## config.mk

```make
export PLATFORM = sky130hd
export DESIGN_NAME = usart_cfg_ctrl
export DESIGN_NICKNAME = d
export VERILOG_FILES = /design/src/rtl/usart_cfg_pkg.sv /design/src/rtl/usart_wr_seq.sv /design/src/rtl/usart_mode_reg.sv /design/src/rtl/usart_cmd_reg.sv /design/src/rtl/usart_err_flags.sv /design/src/rtl/usart_cfg_ctrl.sv
export SDC_FILE = /design/constraint.sdc
export NUM_CORES = 1
export LEC_CHECK = 0
export BUFFER_PORTS_ARGS = -buffer_cell sky130_fd_sc_hd__buf_2
export CAP_MARGIN = 20
export CORE_ASPECT_RATIO = 1.5
export CORE_MARGIN = 4
export CORE_UTILIZATION = 37
export DETAILED_ROUTE_END_ITERATION = 10
export PLACE_DENSITY = 0.79
export SKIP_CTS_REPAIR_TIMING = 1
export SLEW_MARGIN = 5
export SYNTH_ARGS = -nofsm -noshare
export SYNTH_HDL_FRONTEND = slang
export SYNTH_SLANG_ARGS = --single-unit
export TNS_END_PERCENT = 10
```

## constraint.sdc

```tcl
create_clock -name clk -period 1.11 [get_ports clk]
set_clock_uncertainty 0.15 [all_clocks]
set_input_delay 0.222 -clock clk [delete_from_list [all_inputs] [get_ports clk]]
set_output_delay 0.222 -clock clk [all_outputs]
set_load 0.05 [all_outputs]
```

## src/rtl/usart_cfg_pkg.sv

```systemverilog
package usart_cfg_pkg;

  localparam int BYTE_W  = 8;
  localparam int RATE_W  = 7;
  localparam int LEN_W   = 4;
  localparam int STOP_W  = 3;
  localparam int NUM_ERR = 3;
  localparam int HELD_W  = 5;

  // Command bit positions
  localparam int CB_TXEN  = 0;
  localparam int CB_CTLA  = 1;
  localparam int CB_RXEN  = 2;
  localparam int CB_BRK   = 3;
  localparam int CB_ECLR  = 4;
  localparam int CB_CTLB  = 5;
  localparam int CB_IRST  = 6;

  // Error flag order inside the flag vector (status bits 3..5)
  localparam int EF_PAR = 0;
  localparam int EF_OVR = 1;
  localparam int EF_FRM = 2;

  typedef enum logic {SEQ_MODE = 1'b0, SEQ_CMD = 1'b1} seq_t;

  typedef struct packed {
    logic [1:0] stop_sel;
    logic       par_even;
    logic       par_en;
    logic [1:0] len_sel;
    logic [1:0] rate_sel;
  } mode_t;

  function automatic logic [LEN_W-1:0] f_char_bits(input logic [1:0] sel);
    return LEN_W'(5) + LEN_W'(sel);
  endfunction

  function automatic logic [RATE_W-1:0] f_rate_mult(input logic [1:0] sel);
    logic [RATE_W-1:0] r;
    case (sel)
      2'b01:   r = RATE_W'(1);
      2'b10:   r = RATE_W'(16);
      2'b11:   r = RATE_W'(64);
      default: r = '0;
    endcase
    return r;
  endfunction

  function automatic logic [STOP_W-1:0] f_stop_halves(input logic [1:0] sel);
    logic [STOP_W-1:0] h;
    case (sel)
      2'b10:   h = STOP_W'(3);
      2'b11:   h = STOP_W'(4);
      default: h = STOP_W'(2);
    endcase
    return h;
  endfunction

endpackage

```

## src/rtl/usart_wr_seq.sv

```systemverilog
module usart_wr_seq (
  input  logic clk,
  input  logic rst_n,
  input  logic wr_en,
  input  logic bit_irst,
  input  logic bit_eclr,
  output logic expect_mode,
  output logic mode_load,
  output logic cmd_load,
  output logic int_rst,
  output logic err_clr
);
  import usart_cfg_pkg::*;

  seq_t state_q, state_d;
  logic cmd_wr;

  assign expect_mode = (state_q == SEQ_MODE);
  assign mode_load   = wr_en && expect_mode;
  assign cmd_wr      = wr_en && !expect_mode;
  assign int_rst     = cmd_wr && bit_irst;
  assign cmd_load    = cmd_wr && !bit_irst;
  assign err_clr     = cmd_wr && bit_eclr && !bit_irst;

  always_comb begin
    state_d = state_q;
    if (mode_load)    state_d = SEQ_CMD;
    else if (int_rst) state_d = SEQ_MODE;
  end

  always_ff @(posedge clk or negedge rst_n) begin
    if (!rst_n) state_q <= SEQ_MODE;
    else        state_q <= state_d;
  end
endmodule

```

## src/rtl/usart_mode_reg.sv

```systemverilog
module usart_mode_reg
  import usart_cfg_pkg::*;
(
  input  logic              clk,
  input  logic              rst_n,
  input  logic              clr,
  input  logic              load,
  input  logic [BYTE_W-1:0] data,
  output logic [RATE_W-1:0] rate_mult,
  output logic [LEN_W-1:0]  char_bits,
  output logic              par_en,
  output logic              par_even,
  output logic [STOP_W-1:0] stop_halves
);
  mode_t mode_q;

  always_ff @(posedge clk or negedge rst_n) begin
    if (!rst_n)     mode_q <= '0;
    else if (clr)   mode_q <= '0;
    else if (load)  mode_q <= mode_t'(data);
  end

  assign rate_mult   = f_rate_mult(mode_q.rate_sel);
  assign char_bits   = f_char_bits(mode_q.len_sel);
  assign par_en      = mode_q.par_en;
  assign par_even    = mode_q.par_even;
  assign stop_halves = f_stop_halves(mode_q.stop_sel);
endmodule

```

## src/rtl/usart_cmd_reg.sv

```systemverilog
module usart_cmd_reg #(
  parameter int HW = 5
) (
  input  logic          clk,
  input  logic          rst_n,
  input  logic          clr,
  input  logic          load,
  input  logic [HW-1:0] held_d,
  output logic [HW-1:0] held_q
);
  always_ff @(posedge clk or negedge rst_n) begin
    if (!rst_n)    held_q <= '0;
    else if (clr)  held_q <= '0;
    else if (load) held_q <= held_d;
  end
endmodule

```

## src/rtl/usart_err_flags.sv

```systemverilog
module usart_err_flags #(
  parameter int N = 3
) (
  input  logic         clk,
  input  logic         rst_n,
  input  logic         clr,
  input  logic [N-1:0] evt,
  output logic [N-1:0] flag
);
  for (genvar g = 0; g < N; g++) begin : g_flag
    always_ff @(posedge clk or negedge rst_n) begin
      if (!rst_n)      flag[g] <= 1'b0;
      else if (evt[g]) flag[g] <= 1'b1;
      else if (clr)    flag[g] <= 1'b0;
    end
  end
endmodule

```

## src/rtl/usart_cfg_ctrl.sv

```systemverilog
module usart_cfg_ctrl
  import usart_cfg_pkg::*;
(
  input  logic              clk,
  input  logic              rst_n,
  input  logic              wr_en,
  input  logic [BYTE_W-1:0] wr_data,
  input  logic              tx_ready_i,
  input  logic              tx_empty_i,
  input  logic              rx_ready_i,
  input  logic              rx_par_err_i,
  input  logic              rx_ovr_err_i,
  input  logic              rx_frm_err_i,
  input  logic              modem_sts_i,
  output logic [BYTE_W-1:0] status_o,
  output logic              wait_mode_o,
  output logic [RATE_W-1:0] rate_mult_o,
  output logic [LEN_W-1:0]  char_bits_o,
  output logic              parity_en_o,
  output logic              parity_even_o,
  output logic [STOP_W-1:0] stop_halves_o,
  output logic              tx_en_o,
  output logic              rx_en_o,
  output logic              modem_ctl_a_o,
  output logic              modem_ctl_b_o,
  output logic              break_o,
  output logic              int_rst_o
);
  // Named internal events (observed by the bound checker)
  logic               expect_mode;
  logic               mode_load;
  logic               cmd_load;
  logic               int_rst_pulse;
  logic               err_clr_pulse;
  logic [NUM_ERR-1:0] err_evt;
  logic [NUM_ERR-1:0] err_flag;
  logic [HELD_W-1:0]  held_d;
  logic [HELD_W-1:0]  held_q;

  usart_wr_seq u_seq (
    .clk         (clk),
    .rst_n       (rst_n),
    .wr_en       (wr_en),
    .bit_irst    (wr_data[CB_IRST]),
    .bit_eclr    (wr_data[CB_ECLR]),
    .expect_mode (expect_mode),
    .mode_load   (mode_load),
    .cmd_load    (cmd_load),
    .int_rst     (int_rst_pulse),
    .err_clr     (err_clr_pulse)
  );

  usart_mode_reg u_mode (
    .clk         (clk),
    .rst_n       (rst_n),
    .clr         (int_rst_pulse),
    .load        (mode_load),
    .data        (wr_data),
    .rate_mult   (rate_mult_o),
    .char_bits   (char_bits_o),
    .par_en      (parity_en_o),
    .par_even    (parity_even_o),
    .stop_halves (stop_halves_o)
  );

  assign held_d = {wr_data[CB_CTLB], wr_data[CB_BRK], wr_data[CB_RXEN],
                   wr_data[CB_CTLA], wr_data[CB_TXEN]};

  usart_cmd_reg #(.HW(HELD_W)) u_cmd (
    .clk    (clk),
    .rst_n  (rst_n),
    .clr    (int_rst_pulse),
    .load   (cmd_load),
    .held_d (held_d),
    .held_q (held_q)
  );

  assign tx_en_o       = held_q[0];
  assign modem_ctl_a_o = held_q[1];
  assign rx_en_o       = held_q[2];
  assign break_o       = held_q[3];
  assign modem_ctl_b_o = held_q[4];

  assign err_evt[EF_PAR] = rx_par_err_i;
  assign err_evt[EF_OVR] = rx_ovr_err_i;
  assign err_evt[EF_FRM] = rx_frm_err_i;

  usart_err_flags #(.N(NUM_ERR)) u_err (
    .clk   (clk),
    .rst_n (rst_n),
    .clr   (err_clr_pulse || int_rst_pulse),
    .evt   (err_evt),
    .flag  (err_flag)
  );

  assign status_o = {modem_sts_i, 1'b0, err_flag[EF_FRM], err_flag[EF_OVR],
                     err_flag[EF_PAR], tx_empty_i, rx_ready_i, tx_ready_i};

  assign wait_mode_o = expect_mode;
  assign int_rst_o   = int_rst_pulse;
endmodule

```

==> metrics.csv <==
stage,metric,value,unit
outcome,outcome,finished with violations,
outcome,violations,"negative hold slack, negative setup slack",
placement,port_buffers,35,
power,p_per_area,1550,mW/mm^2
sta,final-hold-violation-count,1,
worst_setup_path,critical-path-top-delay-family,flip-flops,
synthesis,synth.yosys.seq_area_share,53.6,%
grt,antenna_found_initial,0,
sta,period_needed,1.52,ns
floorplan,die_width,45.8,um
grt,grt_max_degree,18,
floorplan,dieArea,0.00296,mm^2
synthesis,ys.flop_type,dfrtp_1,
routing,totalWireLength,1910,um
routing,wl_per_cell,13.7,um
cells_and_area,drive_gt1_share,59.0,%
floorplan,fp-row-count,20,
hold_path,hold_path_end,u_mode.mode_q[7]$_DFFE_PN0P_,
worst_setup_path,worstPathRequired,0.74,ns
synthesis,yosysTopAreaCell,dfrtp_1,
synthesis,synthArstFlopShare,100,%
floorplan,start_util,39.1,%
placement,dpl_cell_area,0.00103,mm^2
worst_setup_path,crit_arrival,1.14,ns
power,total_power,1970,uW
worst_setup_path,cp_slowest_stage_delay,0.43,ns
synthesis,synth_edf_count,0,
synthesis,yosysUniqueCellTypes,18,
synthesis,syn_area_per_cell,11.2,um^2
worst_setup_path,cpMaxStageDelayCell,dfrtp_1,
synthesis,ys_top_cells_by_count,"dfrtp_1, buf_4, a22o_2, nand2_1",
sta,finalMaxSlewViolations,0,
synthesis,syn-cell-area,793,um^2
sta,holdWs,-0.00342,ns
worst_setup_path,r2r_slack,-0.11,ns
clock_network,clockBufferDepth,2,
synthesis,synth_top_area_share,53.6,%
power,p_int,1170,uW
sta,fin_ws,-0.406,ns
sta,max_freq,660,MHz
clock_network,clock-root-buffer,clkbuf_4,
power,clkPwrFrac,17.2,%
synthesis,synth.area.top_cells,"dfrtp_1, a22o_2, buf_4, nand2b_1, nor2b_1",
floorplan,core_area,0.00203,mm^2
routing,ant_nets,0,
clock_network,clkLatencyLatePin,0.30,ns
grt,grt_pass1_wl,2860,um
grt,grt_pass1_vias,657,
worst_setup_path,cp_max_fo,2,
worst_setup_path,worstReg2RegStart,u_seq.state_q$_DFFE_PN0P_,
clock_network,clkSlewWorstSetupHoldPaths,0.11,ns
hold_path,min_path_cells,2,
clock_network,cts_buffers,3,
grt,gr-total-overflow,0,
routing,drc_errors,0,
power,seq_power_share,39.0,%
routing,vias,653,
worst_setup_path,path_cells,ha_4 > buf_8,
synthesis,ys_warn_count,0,
power,p_comb_share,43.8,%
routing,first_pass_iters,4,
worst_setup_path,reg2reg_depth,3,
routing,drtIter0Drc,4,
clock_network,cts_sinks,17,
placement,hpwl,1390,um
sta,period_share,137,%
floorplan,io_pins,49,
power,leakage,0.000623,uW
grt,track_usage,13.0,%
power,p_switching,800,uW
flow_run,drv_cap,0,
clock_network,cts_max_level,1,
clock_network,cts_tree,yes,
power,max-vdd-ir-drop,888,uV
worst_setup_path,r2r-end,u_mode.mode_q[1]$_DFFE_PN0P_,
placement,pre_cts_slack,-0.249,ns
synthesis,ys_ff_latch,17,
sta,setup_violations,33,
placement,place_congestion,0.726,
routing,via_per_inst,4.70,
worst_setup_path,crit_path_start_kind,flop,
cells_and_area,final_cell_area,0.00128,mm^2
cells_and_area,area_growth,60.9,%
worst_setup_path,critPathKind,reg -> out,
sta,rsz0062_at_grt,true,
worst_setup_path,crit_buf_inv,1,
power,swShare,40.5,%
synthesis,synth_cells,71,
floorplan,die_height,64.7,um
worst_setup_path,end_kind,output pin,
cells_and_area,diodes,0,
hold_path,min_from,wr_data[7],
cells_and_area,nets,137,
hold_path,min_path_type,in -> reg,
synthesis,synth_most_common_cell,dfrtp_1,
state kept, by name, indices dropped and copies added (netlist names):
name             flops
u_mode.par_en        1
u_mode.mode_q        6
u_cmd.held_q         5
u_mode.par_even      1
u_err.flag           3
u_seq.state_q        1
cell usage in the layout (no fill, tap or decap), types with 2 or more instances in the layout:
master	n
nor2_1	2
conb_1	5
nand2_1	5
o21ai_0	3
buf_8	3
buf_6	19
a21o_1	3
buf_2	13
o21ai_1	2
nand2b_1	5
a22o_2	8
buf_4	9
nor2b_2	4
dlygate4sd3_1	4
dfrtp_1	16
clkbuf_4	3
clkinvlp_4	3
cell families (layout without fill, tap and decap cells):
kind of cell / Yosys count / count (layout) / synth area share (%)
and+or+nand+nor: 20 / 20 / 13.4
adders and majority gates: 1 / 1 / 1.58
AOI/OAI and AO/OA: 18 / 18 / 19.1
other: 1 / 5 / 0.473
DFF: 17 / 17 / 53.6
buffers and inverters: 14 / 56 / 11.8
worst max path at each step:
| stage | to | cells past startpoint | start |
|---|---|---|---|
| finish | char_bits_o[1] | 2 | u_mode.mode_q[2]$_DFFE_PN0P_ |
| detailed placement | u_mode.par_even$_DFFE_PN0P_ | 2 | u_seq.state_q$_DFFE_PN0P_ |
| global placement | u_mode.mode_q[2]$_DFFE_PN0P_ | 2 | u_seq.state_q$_DFFE_PN0P_ |
| global route | char_bits_o[1] | 2 | u_mode.mode_q[2]$_DFFE_PN0P_ |
| floorplan | u_mode.par_en$_DFFE_PN0P_ | 3 | u_seq.state_q$_DFFE_PN0P_ |
| CTS | char_bits_o[1] | 2 | u_mode.mode_q[2]$_DFFE_PN0P_ |
power by group through the flow:
stage               Clock [uW]  Sequential [uW]  Combinational [uW]
floorplan                    0              917                 425
global placement             0              767                 685
detailed placement           0              772                 696
CTS                        349              761                 697
global route               366              781                 912
finish                     340              770                 865
metrics by stage:
stage          util (%)  setup TNS [ns]  std cells  hold slack [ns]
6_report           63.0           -6.15        139         -0.00342
5_1_grt            63.0           -7.58        139          0.00175
4_1_cts            52.3           -9.20        134           -0.317
3_5_place_dp       50.9           -2.81        130           0.0184
3_3_place_gp       50.9           -2.07        130          0.00733
2_1_floorplan         -           -2.65         75           -0.224
layer usage:
metal,up-vias,part of all wire [%],GRT usage (%)
li1,317,-,-
met1,302,41,15.8
met5,-,0,0
met3,4,7.9,3.33
met2,30,49,20.5
met4,0,1.9,6.76
cell type report:
cell class	count	area [um^2]
fill	163	751
sequential	17	427
inverter	4	26.3
tap	22	27.5
clock inverter	1	5.00
timing repair buffer	48	432
clock buffer	3	22.5
multi-input combinational	44	337
Power figures use the tool's default switching activity.
